<file path="config.mk">
export PLATFORM = sky130hd
export DESIGN_NAME = evt_counter_pair
export DESIGN_NICKNAME = d
export VERILOG_FILES = /design/src/rtl/dpc_pkg.sv /design/src/rtl/dpc_lane_match.sv /design/src/rtl/dpc_qualify.sv /design/src/rtl/dpc_counter.sv /design/src/rtl/evt_counter_pair.sv
export SDC_FILE = /design/constraint.sdc
export NUM_CORES = 1
export LEC_CHECK = 0
export BUFFER_PORTS_ARGS = -buffer_cell sky130_fd_sc_hd__buf_2
export CAP_MARGIN = 30
export CORE_ASPECT_RATIO = 0.8
export CORE_MARGIN = 2
export CORE_UTILIZATION = 51
export DETAILED_ROUTE_END_ITERATION = 10
export PLACE_DENSITY = 0.79
export SETUP_SLACK_MARGIN = 0.15
export SYNTH_ARGS = -nofsm -noshare
export SYNTH_HDL_FRONTEND = slang
export SYNTH_SLANG_ARGS = --single-unit
</file>
<file path="constraint.sdc">
create_clock -name clk -period 5.08 [get_ports clk]
set_input_delay 0.508 -clock clk [delete_from_list [all_inputs] [get_ports clk]]
set_output_delay 0.508 -clock clk [all_outputs]
set_load 0.05 [all_outputs]
</file>
<file path="src/rtl/dpc_pkg.sv">
package dpc_pkg;

   localparam int SEL_W = 32;

   localparam logic [7:0] ADR_CNT_BASE = 8'h20;
   localparam logic [7:0] ADR_SEL_BASE = 8'h28;
   localparam logic [7:0] ADR_STATUS   = 8'h2d;
   localparam logic [7:0] ADR_OVF_CLR  = 8'h2e;
   localparam logic [7:0] ADR_GLB_CTL  = 8'h2f;

   typedef struct packed {
      logic [7:0] thresh;    // 31:24
      logic       inv;       // 23
      logic       en;        // 22
      logic       rsv21;
      logic       irq_en;    // 20
      logic       rsv19;
      logic       edge_det;  // 18
      logic [1:0] rsv17;
      logic [7:0] umask;     // 15:8
      logic [7:0] code;      // 7:0
   } evsel_t;

   // Codes that only the first counter may count
   function automatic logic ctr0_only(input logic [7:0] c);
      case (c)
         8'hc3, 8'hc4, 8'hc8, 8'hc9, 8'hca, 8'hcb, 8'hcc, 8'hce, 8'hcf,
         8'hd7, 8'he3, 8'he6, 8'he7, 8'hf1, 8'hf2, 8'hf6, 8'hf7,
         8'hfc, 8'hfd, 8'hfe, 8'hff: return 1'b1;
         default:                    return 1'b0;
      endcase
   endfunction

endpackage

</file>
<file path="src/rtl/dpc_lane_match.sv">
module dpc_lane_match #(
   parameter int NUM_LANES = 4,
   parameter int NW        = 3
) (
   input  logic [NUM_LANES-1:0]   lane_vld,
   input  logic [NUM_LANES*8-1:0] lane_code,
   input  logic [NUM_LANES*8-1:0] lane_umask,
   input  logic [7:0]             sel_code,
   input  logic [7:0]             sel_umask,
   output logic [NW-1:0]          n_match
);

   logic [NUM_LANES-1:0] hit;

   for (genvar l = 0; l < NUM_LANES; l++) begin : g_lane
      assign hit[l] = lane_vld[l]
                      && (lane_code[l*8 +: 8]  == sel_code)
                      && (lane_umask[l*8 +: 8] == sel_umask);
   end

   always_comb begin
      n_match = '0;
      for (int l = 0; l < NUM_LANES; l++)
         n_match = n_match + NW'(hit[l]);
   end

endmodule

</file>
<file path="src/rtl/dpc_qualify.sv">
module dpc_qualify #(
   parameter int NW = 3
) (
   input  logic          clk,
   input  logic          rst_n,
   input  logic          active,
   input  logic [NW-1:0] n_match,
   input  logic [7:0]    thresh,
   input  logic          inv,
   input  logic          edge_det,
   output logic [NW-1:0] inc
);

   logic ge, cond, pulse, prev_q;

   assign ge    = ({8'd0, n_match} >= {{NW{1'b0}}, thresh});
   assign cond  = inv ? !ge : ge;
   assign pulse = edge_det ? (cond && !prev_q) : cond;

   always_comb begin
      if (!active)
         inc = '0;
      else if (thresh == 8'd0)
         inc = n_match;
      else
         inc = {{(NW-1){1'b0}}, pulse};
   end

   always_ff @(posedge clk or negedge rst_n) begin
      if (!rst_n) prev_q <= 1'b0;
      else        prev_q <= active && cond;
   end

endmodule

</file>
<file path="src/rtl/dpc_counter.sv">
module dpc_counter #(
   parameter int CNT_W = 40,
   parameter int NW    = 3
) (
   input  logic             clk,
   input  logic             rst_n,
   input  logic             wr_en,
   input  logic [CNT_W-1:0] wr_val,
   input  logic [NW-1:0]    inc,
   output logic [CNT_W-1:0] value,
   output logic             wrap
);

   logic [CNT_W:0] sum;

   assign sum  = {1'b0, value} + {{(CNT_W+1-NW){1'b0}}, inc};
   assign wrap = !wr_en && sum[CNT_W];

   always_ff @(posedge clk or negedge rst_n) begin
      if (!rst_n)     value <= '0;
      else if (wr_en) value <= wr_val;
      else            value <= sum[CNT_W-1:0];
   end

endmodule

</file>
<file path="src/rtl/evt_counter_pair.sv">
module evt_counter_pair
   import dpc_pkg::*;
#(
   parameter int NUM_LANES = 4,
   parameter int NUM_CTR   = 2,
   parameter int CNT_W     = 40,
   parameter int DATA_W    = 64,
   parameter int ADDR_W    = 8
) (
   input  logic                   clk,
   input  logic                   rst_n,
   input  logic [NUM_LANES-1:0]   lane_vld,
   input  logic [NUM_LANES*8-1:0] lane_code,
   input  logic [NUM_LANES*8-1:0] lane_umask,
   input  logic                   reg_wr,
   input  logic [ADDR_W-1:0]      reg_addr,
   input  logic [DATA_W-1:0]      reg_wdata,
   output logic [DATA_W-1:0]      reg_rdata,
   output logic                   irq
);

   localparam int NW = $clog2(NUM_LANES + 1);
   localparam logic [ADDR_W-1:0] A_STAT = ADDR_W'(ADR_STATUS);
   localparam logic [ADDR_W-1:0] A_CLR  = ADDR_W'(ADR_OVF_CLR);
   localparam logic [ADDR_W-1:0] A_GCTL = ADDR_W'(ADR_GLB_CTL);

   if (NUM_LANES < 2 || NUM_LANES > 15) begin : g_bad_lanes
      $error("NUM_LANES must be 2..15");
   end
   if (NUM_CTR < 1 || NUM_CTR > 5) begin : g_bad_ctr
      $error("NUM_CTR must be 1..5");
   end
   if (CNT_W <= NW || CNT_W > DATA_W) begin : g_bad_cnt
      $error("CNT_W must exceed increment width and fit DATA_W");
   end
   if (DATA_W < SEL_W || ADDR_W < 6) begin : g_bad_bus
      $error("DATA_W must hold a selector and ADDR_W must reach 0x2f");
   end

   function automatic logic [ADDR_W-1:0] cnt_addr(input int i);
      return ADDR_W'(ADR_CNT_BASE) + ADDR_W'(i);
   endfunction

   function automatic logic [ADDR_W-1:0] sel_addr(input int i);
      return ADDR_W'(ADR_SEL_BASE) + ADDR_W'(i);
   endfunction

   evsel_t             sel_q   [NUM_CTR];
   logic [CNT_W-1:0]   cnt_val [NUM_CTR];
   logic [NUM_CTR-1:0] glb_en_q, status_q, wrap, code_ok, active, inten;
   logic               gctl_wr, clr_wr;

   assign gctl_wr = reg_wr && (reg_addr == A_GCTL);
   assign clr_wr  = reg_wr && (reg_addr == A_CLR);

   // Configuration and status registers
   always_ff @(posedge clk or negedge rst_n) begin
      if (!rst_n) begin
         for (int i = 0; i < NUM_CTR; i++) sel_q[i] <= '0;
         glb_en_q <= '0;
         status_q <= '0;
      end else begin
         if (gctl_wr) glb_en_q <= reg_wdata[NUM_CTR-1:0];
         for (int i = 0; i < NUM_CTR; i++) begin
            if (reg_wr && (reg_addr == sel_addr(i)))
               sel_q[i] <= evsel_t'(reg_wdata[SEL_W-1:0]);
            if (wrap[i])
               status_q[i] <= 1'b1;
            else if (clr_wr && reg_wdata[i])
               status_q[i] <= 1'b0;
         end
      end
   end

   // Per-counter datapath
   for (genvar i = 0; i < NUM_CTR; i++) begin : g_ctr
      logic [NW-1:0] n_match, inc;
      logic          cnt_wr;

      if (i == 0) begin : g_any_code
         assign code_ok[i] = 1'b1;
      end else begin : g_limited_code
         assign code_ok[i] = !ctr0_only(sel_q[i].code);
      end

      assign active[i] = glb_en_q[i] && sel_q[i].en && code_ok[i];
      assign inten[i]  = sel_q[i].irq_en;
      assign cnt_wr    = reg_wr && (reg_addr == cnt_addr(i));

      dpc_lane_match #(.NUM_LANES(NUM_LANES), .NW(NW)) u_match (
         .lane_vld  (lane_vld),
         .lane_code (lane_code),
         .lane_umask(lane_umask),
         .sel_code  (sel_q[i].code),
         .sel_umask (sel_q[i].umask),
         .n_match   (n_match)
      );

      dpc_qualify #(.NW(NW)) u_qual (
         .clk     (clk),
         .rst_n   (rst_n),
         .active  (active[i]),
         .n_match (n_match),
         .thresh  (sel_q[i].thresh),
         .inv     (sel_q[i].inv),
         .edge_det(sel_q[i].edge_det),
         .inc     (inc)
      );

      dpc_counter #(.CNT_W(CNT_W), .NW(NW)) u_cnt (
         .clk   (clk),
         .rst_n (rst_n),
         .wr_en (cnt_wr),
         .wr_val(reg_wdata[CNT_W-1:0]),
         .inc   (inc),
         .value (cnt_val[i]),
         .wrap  (wrap[i])
      );
   end

   // Read mux
   always_comb begin
      reg_rdata = '0;
      if (reg_addr == A_STAT) reg_rdata[NUM_CTR-1:0] = status_q;
      if (reg_addr == A_GCTL) reg_rdata[NUM_CTR-1:0] = glb_en_q;
      for (int i = 0; i < NUM_CTR; i++) begin
         if (reg_addr == cnt_addr(i)) reg_rdata[CNT_W-1:0] = cnt_val[i];
         if (reg_addr == sel_addr(i)) reg_rdata[SEL_W-1:0] = sel_q[i];
      end
   end

   assign irq = |(status_q & inten);

endmodule

</file>
==> results.sh <==
export IMPL_outcome="complete, but fails checks"
export IMPL_violations="negative setup slack"
export IMPL_drt_wl_total_um=36400
export IMPL_ys_warn_count=0
export IMPL_drt_pass1_iter_count=8
export IMPL_placed_area_um2=11700
export IMPL_syn_cell_area_um2=10100
export IMPL_multi_input_area_um2=6400
export IMPL_tightest_slew_ns=1.01
export IMPL_final_setup_skew_ns=0.00835
export IMPL_p_sw_share_pct=28.8
export IMPL_hp_class="primary input to register"
export IMPL_nNetsFinal=1489
export IMPL_syn2layout_area_growth_pct=29.4
export IMPL_grt_max_degree=100
export IMPL_io_pins=208
export IMPL_seq_power_share_pct=42.0
export IMPL_place_ws_ns=-0.578
export IMPL_layout_common_cells="buf_2 (158), dfrtp_1 (146), xnor2_1 (118)"
export IMPL_finalSetupViolations=16
export IMPL_rsz0062_at_grt="yes"
export IMPL_powerDensity_nw_per_um2=250
export IMPL_r2r_cells=25
export IMPL_maxSlewViolCount=0
export IMPL_cts_tree="built"
export IMPL_max_stage_delay_ns=0.56
export IMPL_cap_violations=0
export IMPL_route_detailed_drc=0
export IMPL_cp_end_kind="register"
export IMPL_critPathMaxFanout=5
export IMPL_synth_seq_cells=150
export IMPL_layout_cells_most_common="buf_2"
export IMPL_nFillCells=1474
export IMPL_fin_cells=1603
export IMPL_cts_htree_levels=4
export IMPL_die_h_um=130
export IMPL_combinationalPowerShare_pct=15.2
export IMPL_finalCritPeriodShare_pct=103
export IMPL_grt_total_usage_pct=33.9
export IMPL_critPathBufInv=5
export IMPL_hpwl_um=25600
export IMPL_yosysSeqAreaShare_pct=37.2
export IMPL_cts_max_path_buffers=2
export IMPL_path_class="register to register"
export IMPL_p_sw_mw=0.941
export IMPL_grt_pass1_wl_um=53800
export IMPL_p_clk_share_pct=42.8
export IMPL_final_cell_area_um2=13100
export IMPL_diodes=0
export IMPL_avgSynthCellArea_um2=9.22
export IMPL_synth_edf_count=0
export IMPL_async_flop_share_pct=100
export IMPL_ant_nets=0
export IMPL_synth_distinct_cells=57
export IMPL_post_synth_inst_count=1096
export IMPL_slew_headroom_pct=32.3
export IMPL_min_period_ns=5.25
export IMPL_num_rows=46
export IMPL_r2r_start="sel_q[5]"
export IMPL_hp_start="reg_wdata[39]"
export IMPL_drive_above_1_share_pct=35.6
export IMPL_netlist_top_cells_area="dfrtp_1 (37%), xnor2_1 (11%), xor2_1 (6.9%)"
export IMPL_yosysTopAreaCellShare_pct=37.2
export IMPL_wire_per_inst_um=22.7
export IMPL_cts_sinks=150
export IMPL_crit_family="adder cells"
export IMPL_seqCellArea_um2=3760
export IMPL_via_per_inst=6.11
export IMPL_tritoncts_num_buffers=17
export IMPL_numPortBuffers=159
export IMPL_crit_required_ns=5.39
export IMPL_core_area_um2=19600
export IMPL_antenna_found_initial=1
export IMPL_yosysTopAreaCell="dfrtp_1"
export IMPL_clk_pin_slew_ns=0.07
export IMPL_critPathSlowestCell="fa_2"
export IMPL_die_area_um2=21000
export IMPL_start_kind="register"
export IMPL_cp_depth=25
export IMPL_leakagePower_nw=6.08
export IMPL_start_util_pct=51.5
export IMPL_hold_violations=0
export IMPL_grt_pass1_vias=9496
export IMPL_p_int_mw=2.32
export IMPL_place_inst=1548
export IMPL_clockRootBuffer="clkbuf_16"
export IMPL_grt_ovfl_total=0
export IMPL_cp_startpoint="sel_q[5]"
export IMPL_peakVddDrop_mv=0.243
export IMPL_crit_arrival_ns=5.56
export IMPL_gp_congestion=0.966
export IMPL_vias=9801
export IMPL_drt_iter0_drc=1199
export IMPL_setup_ws_ns=-0.170
export IMPL_synth_ff_type="dfrtp_1"
export IMPL_min_path_cells=3
export IMPL_fmax_ghz=0.190
export IMPL_die_w_um=161
export IMPL_clock_latency_ns=0.44
layout make-up:
class / count / area share [%]
Clock buffer: 17 / 3.25
Clock inverter: 15 / 1.66
Inverter: 17 / 0.488
Multi-Input combinational cell: 852 / 48.9
Sequential cell: 150 / 28.7
Tap cell: 264 / 2.53
Timing Repair Buffer: 288 / 14.4
state kept, by name, indices dropped and copies added, names as in the netlist:
signal               cells
sel_q                   62
status_q                 2
g_ctr.u_qual.prev_q      2
g_ctr.u_cnt.value       80
inten                    2
glb_en_q                 2
stage by stage:
step	setup TNS (ns)	total power [mW]	hold WS, ns	util [%]
2_1_floorplan	0	1.62	0.212	-
3_3_place_gp	-13.67	1.82	0.487	59.4
3_5_place_dp	-19.14	1.83	0.330	59.5
4_1_cts	0	3.23	0.284	64.6
5_1_grt	-6.34	3.36	0.311	66.6
6_report	-1.67	3.26	0.295	66.6
per-layer routing:
| metal | vias to the layer above | track usage, % | part of all wire (%) |
|---|---|---|---|
| met2 | 634 | 52.9 | 45 |
| met1 | 4790 | 46.5 | 40 |
| met4 | 2 | 10.7 | 2.8 |
| met5 | - | 0 | 0.036 |
| li1 | 4273 | - | - |
| met3 | 102 | 9.12 | 12 |
worst min-delay path: stages:
cell	delay, ns
buf_2	0.09
nand2_1	0.04
o21ai_0	0.06
logic make-up (layout without fill, tap and decap cells):
kind of cell	count (synthesis)	after routing	share of synthesized area [%]
simple gates	353	353	17.6
compound gates	178	178	11.3
xor+xnor	206	206	17.9
other cells	1	24	0.0371
fa+ha+maj	20	20	2.77
buf+inv	117	337	5.40
mux	71	71	7.88
flops	150	150	37.2
power groups by stage:
stage          clock, mW  sequential (mW)  combinational, mW
2_1_floorplan          0             1.34              0.284
3_3_place_gp           0             1.38              0.443
3_5_place_dp           0             1.38              0.453
4_1_cts             1.40             1.36              0.474
5_1_grt             1.45             1.38              0.531
6_report            1.40             1.37              0.497
repair_timing:
action	4_1_cts	5_1_grt
resized for setup	65	64
setup endpoints to repair	63	66
buffers inserted	9	13
hold buffers	1	0
hold endpoints to repair	8	0
pin swaps	34	59
cell usage after synthesis (all sizes together), types with 16 or more instances:
library cell,number
clkbuf,57
mux2,68
nor4,18
inv,17
ha,16
nand4,48
buf,43
dfrtp,150
a22oi,18
xnor2,126
nand3,35
a222oi,21
o21ai,31
a21oi,79
nand2,88
xor2,80
nor2,103
worst paths after layout:
kind                       slack, ns                  endpoint
max                            -0.17  g_ctr[1].u_cnt.value[22]
min                             0.30  g_ctr[1].u_cnt.value[39]
max reg2reg                    -0.17  g_ctr[1].u_cnt.value[22]
min reg2reg                     0.51                 sel_q[19]
max in group asynchronous       3.85                 sel_q[13]
min in group asynchronous       0.44                 sel_q[54]
No activity file was read; power rests on OpenSTA's default activity.
